==> src/rtl/pig_pkg.sv <==
package pig_pkg;
  localparam int unsigned ADDR_W   = 4;
  localparam int unsigned NCFG     = 8;
  localparam int unsigned CFG_BASE = 2;

  typedef enum logic [ADDR_W-1:0] {
    A_ENABLE = 4'd0,
    A_CTRL   = 4'd1,
    A_CMD    = 4'd2,
    A_STAT   = 4'd3,
    A_SVID   = 4'd4,
    A_SID    = 4'd5,
    A_LSZ0   = 4'd6,
    A_LSZ1   = 4'd7,
    A_LAD0   = 4'd8,
    A_LAD1   = 4'd9
  } reg_addr_e;
endpackage

==> src/rtl/pig_regs.sv <==
module pig_regs
  import pig_pkg::*;
#(
  parameter int unsigned DATA_W = 32
) (
  input  logic              clk,
  input  logic              rst,
  input  logic              req_valid,
  input  logic              req_we,
  input  logic [ADDR_W-1:0] req_addr,
  input  logic [DATA_W-1:0] req_wdata,
  output logic              rsp_valid,
  output logic [DATA_W-1:0] rsp_rdata,
  output logic              en_o,
  output logic              init_o
);
  logic              en_q, init_q;
  logic [DATA_W-1:0] cfg_q [NCFG];
  logic [DATA_W-1:0] rd_val;
  logic              wr_any, cfg_open;

  assign wr_any   = req_valid && req_we;
  assign cfg_open = en_q && !init_q;

  always_ff @(posedge clk) begin
    if (rst) begin
      en_q      <= 1'b0;
      init_q    <= 1'b0;
      rsp_valid <= 1'b0;
      rsp_rdata <= '0;
    end else begin
      rsp_valid <= req_valid;
      rsp_rdata <= (req_valid && !req_we) ? rd_val : '0;
      if (wr_any && req_addr == ADDR_W'(A_ENABLE))
        en_q <= req_wdata[0];
      // init-complete is sticky: only a set is honoured
      if (wr_any && en_q && req_addr == ADDR_W'(A_CTRL) && req_wdata[0])
        init_q <= 1'b1;
    end
  end

  for (genvar g = 0; g < NCFG; g++) begin : g_cfg
    localparam logic [ADDR_W-1:0] MY_ADDR = ADDR_W'(CFG_BASE + g);
    always_ff @(posedge clk) begin
      if (rst)
        cfg_q[g] <= '0;
      else if (wr_any && cfg_open && req_addr == MY_ADDR)
        cfg_q[g] <= req_wdata;
    end
  end

  always_comb begin
    rd_val = '0;
    if (req_addr == ADDR_W'(A_ENABLE)) begin
      rd_val[0] = en_q;
    end else if (en_q) begin
      if (req_addr == ADDR_W'(A_CTRL)) rd_val[0] = init_q;
      for (int g = 0; g < NCFG; g++)
        if (req_addr == ADDR_W'(CFG_BASE + g)) rd_val = cfg_q[g];
    end
  end

  assign en_o   = en_q;
  assign init_o = init_q;
endmodule

==> src/rtl/pig_arb.sv <==
module pig_arb #(
  parameter int unsigned N_EXT = 4
) (
  input  logic             clk,
  input  logic             rst,
  input  logic             host,
  input  logic             init,
  input  logic             self_req,
  input  logic [N_EXT-1:0] ext_req,
  output logic [N_EXT-1:0] ext_gnt,
  output logic             self_gnt
);
  localparam int N  = N_EXT + 1;
  localparam int IW = $clog2(N);

  logic [N-1:0]  req_all, gnt_q, gnt_d, pick;
  logic [IW-1:0] owner;
  logic          found;

  assign req_all = {ext_req, self_req};

  always_comb begin
    owner = '0;
    for (int i = 0; i < N; i++)
      if (gnt_q[i]) owner = IW'(i);
  end

  // rotate from the slot after the current owner
  always_comb begin
    pick  = '0;
    found = 1'b0;
    for (int k = 1; k <= N; k++) begin
      int idx;
      idx = int'(owner) + k;
      if (idx >= N) idx = idx - N;
      if (!found && req_all[idx]) begin
        pick[idx] = 1'b1;
        found     = 1'b1;
      end
    end
  end

  always_comb begin
    if (!host)                    gnt_d = '0;
    else if (!init)               gnt_d = N'(1);
    else if (|(gnt_q & req_all))  gnt_d = gnt_q;
    else if (found)               gnt_d = pick;
    else                          gnt_d = N'(1);
  end

  always_ff @(posedge clk) begin
    if (rst) gnt_q <= '0;
    else     gnt_q <= gnt_d;
  end

  assign self_gnt = host && (!init || gnt_q[0]);
  assign ext_gnt  = (host && init) ? gnt_q[N-1:1] : '0;
endmodule

==> src/rtl/pig_gate.sv <==
module pig_gate (
  input  logic clk,
  input  logic rst,
  input  logic en,
  input  logic init,
  input  logic host,
  input  logic self_gnt,
  input  logic ob_valid,
  output logic ob_ready,
  output logic ob_done,
  output logic ob_err,
  output logic bus_req_valid,
  input  logic bus_req_ready,
  output logic self_req,
  input  logic tgt_valid,
  output logic tgt_accept,
  output logic tgt_retry
);
  logic open_path, path_ok, take;

  assign open_path     = en && init;
  assign path_ok       = open_path && (!host || self_gnt);
  assign bus_req_valid = ob_valid && path_ok;
  assign ob_ready      = open_path ? (path_ok && bus_req_ready) : 1'b1;
  assign self_req      = ob_valid && open_path;
  assign take          = ob_valid && ob_ready;

  assign tgt_retry  = tgt_valid && !init;
  assign tgt_accept = tgt_valid && init;

  always_ff @(posedge clk) begin
    if (rst) begin
      ob_done <= 1'b0;
      ob_err  <= 1'b0;
    end else begin
      ob_done <= take;
      ob_err  <= take && !open_path;
    end
  end
endmodule

==> src/rtl/pci_init_gate.sv <==
module pci_init_gate
  import pig_pkg::*;
#(
  parameter int unsigned DATA_W = 32,
  parameter int unsigned N_EXT  = 4
) (
  input  logic              clk,
  input  logic              rst,
  input  logic              strap_host,
  input  logic              cpu_req_valid,
  output logic              cpu_req_ready,
  input  logic              cpu_req_we,
  input  logic [ADDR_W-1:0] cpu_req_addr,
  input  logic [DATA_W-1:0] cpu_req_wdata,
  output logic              cpu_rsp_valid,
  output logic [DATA_W-1:0] cpu_rsp_rdata,
  input  logic              ob_valid,
  output logic              ob_ready,
  output logic              ob_done,
  output logic              ob_err,
  output logic              bus_req_valid,
  input  logic              bus_req_ready,
  input  logic              tgt_valid,
  output logic              tgt_accept,
  output logic              tgt_retry,
  input  logic [N_EXT-1:0]  ext_req,
  output logic [N_EXT-1:0]  ext_gnt,
  output logic              self_gnt
);
  logic host_q, en_q, init_q, self_req;

  always_ff @(posedge clk) begin
    if (rst) host_q <= strap_host;
  end

  assign cpu_req_ready = 1'b1;

  pig_regs #(.DATA_W(DATA_W)) u_regs (
    .clk       (clk),
    .rst       (rst),
    .req_valid (cpu_req_valid),
    .req_we    (cpu_req_we),
    .req_addr  (cpu_req_addr),
    .req_wdata (cpu_req_wdata),
    .rsp_valid (cpu_rsp_valid),
    .rsp_rdata (cpu_rsp_rdata),
    .en_o      (en_q),
    .init_o    (init_q)
  );

  pig_arb #(.N_EXT(N_EXT)) u_arb (
    .clk      (clk),
    .rst      (rst),
    .host     (host_q),
    .init     (init_q),
    .self_req (self_req),
    .ext_req  (ext_req),
    .ext_gnt  (ext_gnt),
    .self_gnt (self_gnt)
  );

  pig_gate u_gate (
    .clk           (clk),
    .rst           (rst),
    .en            (en_q),
    .init          (init_q),
    .host          (host_q),
    .self_gnt      (self_gnt),
    .ob_valid      (ob_valid),
    .ob_ready      (ob_ready),
    .ob_done       (ob_done),
    .ob_err        (ob_err),
    .bus_req_valid (bus_req_valid),
    .bus_req_ready (bus_req_ready),
    .self_req      (self_req),
    .tgt_valid     (tgt_valid),
    .tgt_accept    (tgt_accept),
    .tgt_retry     (tgt_retry)
  );
endmodule

==> config.mk <==
export PLATFORM = sky130hd
export DESIGN_NAME = pci_init_gate
export DESIGN_NICKNAME = d
export VERILOG_FILES = /design/src/rtl/pig_pkg.sv /design/src/rtl/pig_regs.sv /design/src/rtl/pig_arb.sv /design/src/rtl/pig_gate.sv /design/src/rtl/pci_init_gate.sv
export SDC_FILE = /design/constraint.sdc
export NUM_CORES = 1
export LEC_CHECK = 0
export BUFFER_PORTS_ARGS = -buffer_cell sky130_fd_sc_hd__buf_2
export CORE_ASPECT_RATIO = 0.7
export CORE_UTILIZATION = 55
export DETAILED_ROUTE_END_ITERATION = 12
export PLACE_DENSITY = 0.76
export SLEW_MARGIN = 40
export SYNTH_ARGS = -nofsm -noshare
export SYNTH_HDL_FRONTEND = slang
export SYNTH_SLANG_ARGS = --single-unit
==> constraint.sdc <==
create_clock -name clk -period 3.2 [get_ports clk]
set_input_delay 0 -clock clk [delete_from_list [all_inputs] [get_ports clk]]
set_output_delay 0 -clock clk [all_outputs]
set_load 0.05 [all_outputs]
==> results.txt <==
- For the final database, setup skew stands at 25.7 ps.
- Final critical delay including setup and external delays: 3100 ps
- Clock tree synthesis inserted a total of 28 buffers.
- Standard cell with the maximum stage delay on the critical path: o221a_2
- The congestion estimate from routability-driven global placement came to 0.928.
* Final HPWL from detailed placement: 22400 um
- DRC: 0
* Antenna viol nets, final: 0
* Final worst path period share: 0.967
- In the final routed layout, each cell accounts on average for 23.0 um.
* Number of instances in the synthesized netlist: 1116
- Across all layers, the routed design uses 9820 vias.
* Instance count after placement with tap cells included: 1509
- Worst ir drop on vdd: 0.000425 V
- Clock-pin slew was measured on the worst setup and hold paths at 70 ps.
- Traced cell by cell, the critical path runs through nand2b_4 -> a21oi_4 -> inv_1 -> ha_1 -> buf_4 -> or2_2 -> a21oi_1 -> nor2_1 -> o221a_2 -> nor4_1 -> a221oi_1 -> a22oi_1.
* Share of cells above drive strength 1: 0.186
* Horiz. Die Dim: 190 um
- The worst setup path is captured at a flop.
* Max-cap violations: 0
- Area of the die: 25300 um2
- Number of iterations in the first detailed-routing pass: 5
- Fillcell total: 1741
- Buffer cell driving the clock tree root: clkbuf_16
* Setup-violating endpoint count in the final report: 0
- The floorplan has 47 rows.
- For this run, the post-layout net count is 1324.
* Transition at the pin with the smallest max-transition slack: 868 ps
- Antenna diode instance count: 0
* Critical Path Start Type: flop
- Syn avg cell area: 12.1 um2
* Post-synth EDFFs: 257
* Number of port buffers: 91
- Measured against its own limit, the worst slew margin works out to 0.418.
* Maximum fanout encountered on the critical timing path: 8
- From synthesis to final layout, the design area changed by 18.7%.
* Maximum clock frequency: 0.323 GHz
* Footprint of the multi-input gates: 4800 um2
- The first global-routing pass estimated 55800 um of wire.
- Number of DRC markers in iteration 0: 1038
- Lkg Pwr: 0.00608 uW
- In this run the count of I/O pins placed on the die edge is 93.
- The setup path with the least slack is of type flop to flop.
- Power spread over the standard cell area amounts to 499 nW/um2.
- Leaving out filler cells and counting taps, the final layout contains 1601.
* Via count of the first global-routing pass: 9430
- Global-route congestion overflow total: 0
- For this run, the number of Yosys warnings is 0.
* Total number of H-tree levels: 1
- Storage cell area: 8560 um2
- After synthesis the cells add up to 13500 um2.
- Share of synthesized area occupied by flip-flops and latches: 0.632
* Min-delay worst type: input pin to flop
- Max stage delay on crit path: 370 ps
* Required time of the critical path: 3660 ps
- For this configuration, the core starts out at a cell density of 0.567.
* Layout Utilization: 0.673
- In the synthesized netlist the dominant register cell turns out to be edfxtp_1.
* Number of clock sinks: 299
- Number of buffers on the longest clock path: 3
* Pin count of the biggest net entering global routing: 42
* Number of antenna violations at the first check in global routing: 0
* Clock network latency to the later pin of the worst-skew pair: 560 ps
- Total core area: 23900 um2
* Data arrival time of the critical path: 3560 ps
* Vertical extent of the die: 133 um
- Yosys mapped the design onto 72 distinct sky130hd cell types.
- In the global route stage, overall resource usage came out at 0.294.
- Wirelength, routed: 36800 um
* Total of flip-flops plus latches after synthesis: 299
* Via/cell ratio: 6.13
- Max-slew violation count: 0
- Outcome: complete, no violations
- Async set-or-reset flop fraction in the synthesized netlist: 0
* Count of endpoints failing hold in the final timing report: 0
- TritonCTS built the clock tree.
report_power, final:
part	switching [uW]	internal (uW)
Sequential	33.4	4330
Combinational	285	142
Clock	1440	1790
Total	1750	6260
kinds of logic (layout without fill, tap and decap cells):
logic type | count (synthesis) | after routing | share of synthesized area
AOI/OAI and AO/OA | 255 | 255 | 0.130
DFF | 299 | 299 | 0.632
and+or+nand+nor | 438 | 438 | 0.183
muxes | 10 | 10 | 0.00869
buffers and inverters | 93 | 257 | 0.0280
adders and majority gates | 15 | 15 | 0.0139
other | 1 | 4 | 0.000277
xor gates and xnor gates | 5 | 5 | 0.00379
layer usage:
| layer | part of all wire | up-vias | GRT usage | wire, um |
|---|---|---|---|---|
| met2 | 0.45 | 500 | 0.453 | 16400 |
| met5 | 0 | - | 0 | 0 |
| met3 | 0.091 | 46 | 0.0387 | 3370 |
| met4 | 0.015 | 0 | 0.0596 | 543 |
| met1 | 0.45 | 4866 | 0.449 | 16500 |
| li1 | - | 4408 | - | - |
metrics by stage:
step	hold WS (ps)	power [uW]	worst slack (ps)	area, um2	setup TNS [ps]
after floorplan	78.5	4620	232	13500	0
after global placement	182	4810	139	14700	0
after detailed placement	181	4820	142	14700	0
after CTS	51.8	8030	87.1	16000	0
after global routing	100	8230	-6.01	16100	-6.01
final	82.2	8010	104	16100	0
final timing paths:
kind	from	end	slack, ps	cells past startpoint
worst min-delay path	ext_req[3]	u_arb.gnt_q[2]$_SDFFE_PP0P_	80	6
worst max register to register	u_arb.gnt_q[2]$_SDFFE_PP0P_	u_arb.gnt_q[3]$_SDFFE_PP0P_	100	12
worst max-delay path	u_arb.gnt_q[2]$_SDFFE_PP0P_	u_arb.gnt_q[3]$_SDFFE_PP0P_	100	12
worst min register to register	u_regs.cfg_q[1][68]$_SDFFCE_PN0P_	u_regs.rsp_rdata[4]$_SDFF_PP0_	510	2
timing repair:
| action | CTS | global route |
|---|---|---|
| buffers inserted | 0 | 0 |
| endpoints found under the hold margin | 264 | 0 |
| resized for setup | 0 | 8 |
| hold buffers | 40 | 0 |
| setup endpoints to repair | 0 | 5 |
cells in the final DEF (no fill, tap or decap), drive strengths merged, types with 3 or more instances in the layout:
cell	synthesis	layout
and2	257	257
edfxtp	257	257
buf	17	147
a21oi	61	61
nor2	53	53
nand2	49	49
a22oi	43	43
dfxtp	42	42
dlygate4sd3	0	40
clkbuf	58	36
o21ai	34	34
a221oi	30	30
a31oi	28	28
inv	17	17
nand3	16	16
ha	15	15
nor3	15	15
clkinv	1	12
nand2b	11	11
and3	9	9
o21bai	9	9
nor2b	9	9
a22o	8	8
nor4	7	7
a211oi	6	6
mux2i	5	5
a222oi	5	5
xnor2	4	4
o22ai	4	4
mux2	4	4
conb	1	4
o31ai	3	3
or2	3	3
clkinvlp	0	3
registers in the layout (all words and copies together), names as in the netlist:
signal	count
u_regs.rsp_rdata	32
u_arb.gnt_q	5
u_regs.rsp_valid	1
u_regs.en_o	1
host_q	1
u_regs.init_o	1
u_regs.cfg_q	256
u_gate.ob_err	1
u_gate.ob_done	1
critical path: cells and delay by family (launching register included):
kind / cells / cell delay, ps
compound gates: 5 / 1180
simple gates: 4 / 850
flops: 1 / 350
fa+ha+maj: 1 / 330
buf+inv: 2 / 290
synth_stat cells (all sizes together), types with 6 or more instances:
master,instances,share of area
and3,9,0.0042
o21ai,34,0.013
dfxtp,42,0.062
nand3,16,0.0059
o21bai,9,0.0050
inv,17,0.0047
a221oi,30,0.019
and2,257,0.12
edfxtp,257,0.57
a21oi,61,0.024
clkbuf,58,0.016
nor4,7,0.0032
nor2b,9,0.0043
a211oi,6,0.0037
a31oi,28,0.013
a22oi,43,0.024
ha,15,0.014
buf,17,0.0069
nand2,49,0.014
nor3,15,0.0059
nand2b,11,0.0056
a22o,8,0.0052
nor2,53,0.015
final cells by class:
| type | instances | share of cell area |
|---|---|---|
| sequential | 299 | 0.533 |
| multi-input combinational | 727 | 0.299 |
| timing repair buffer | 187 | 0.0841 |
| tap | 318 | 0.0248 |
| clock inverter | 16 | 0.00981 |
| inverter | 18 | 0.00421 |
| clock buffer | 36 | 0.0455 |
No activity file was read; power rests on OpenSTA's default activity.
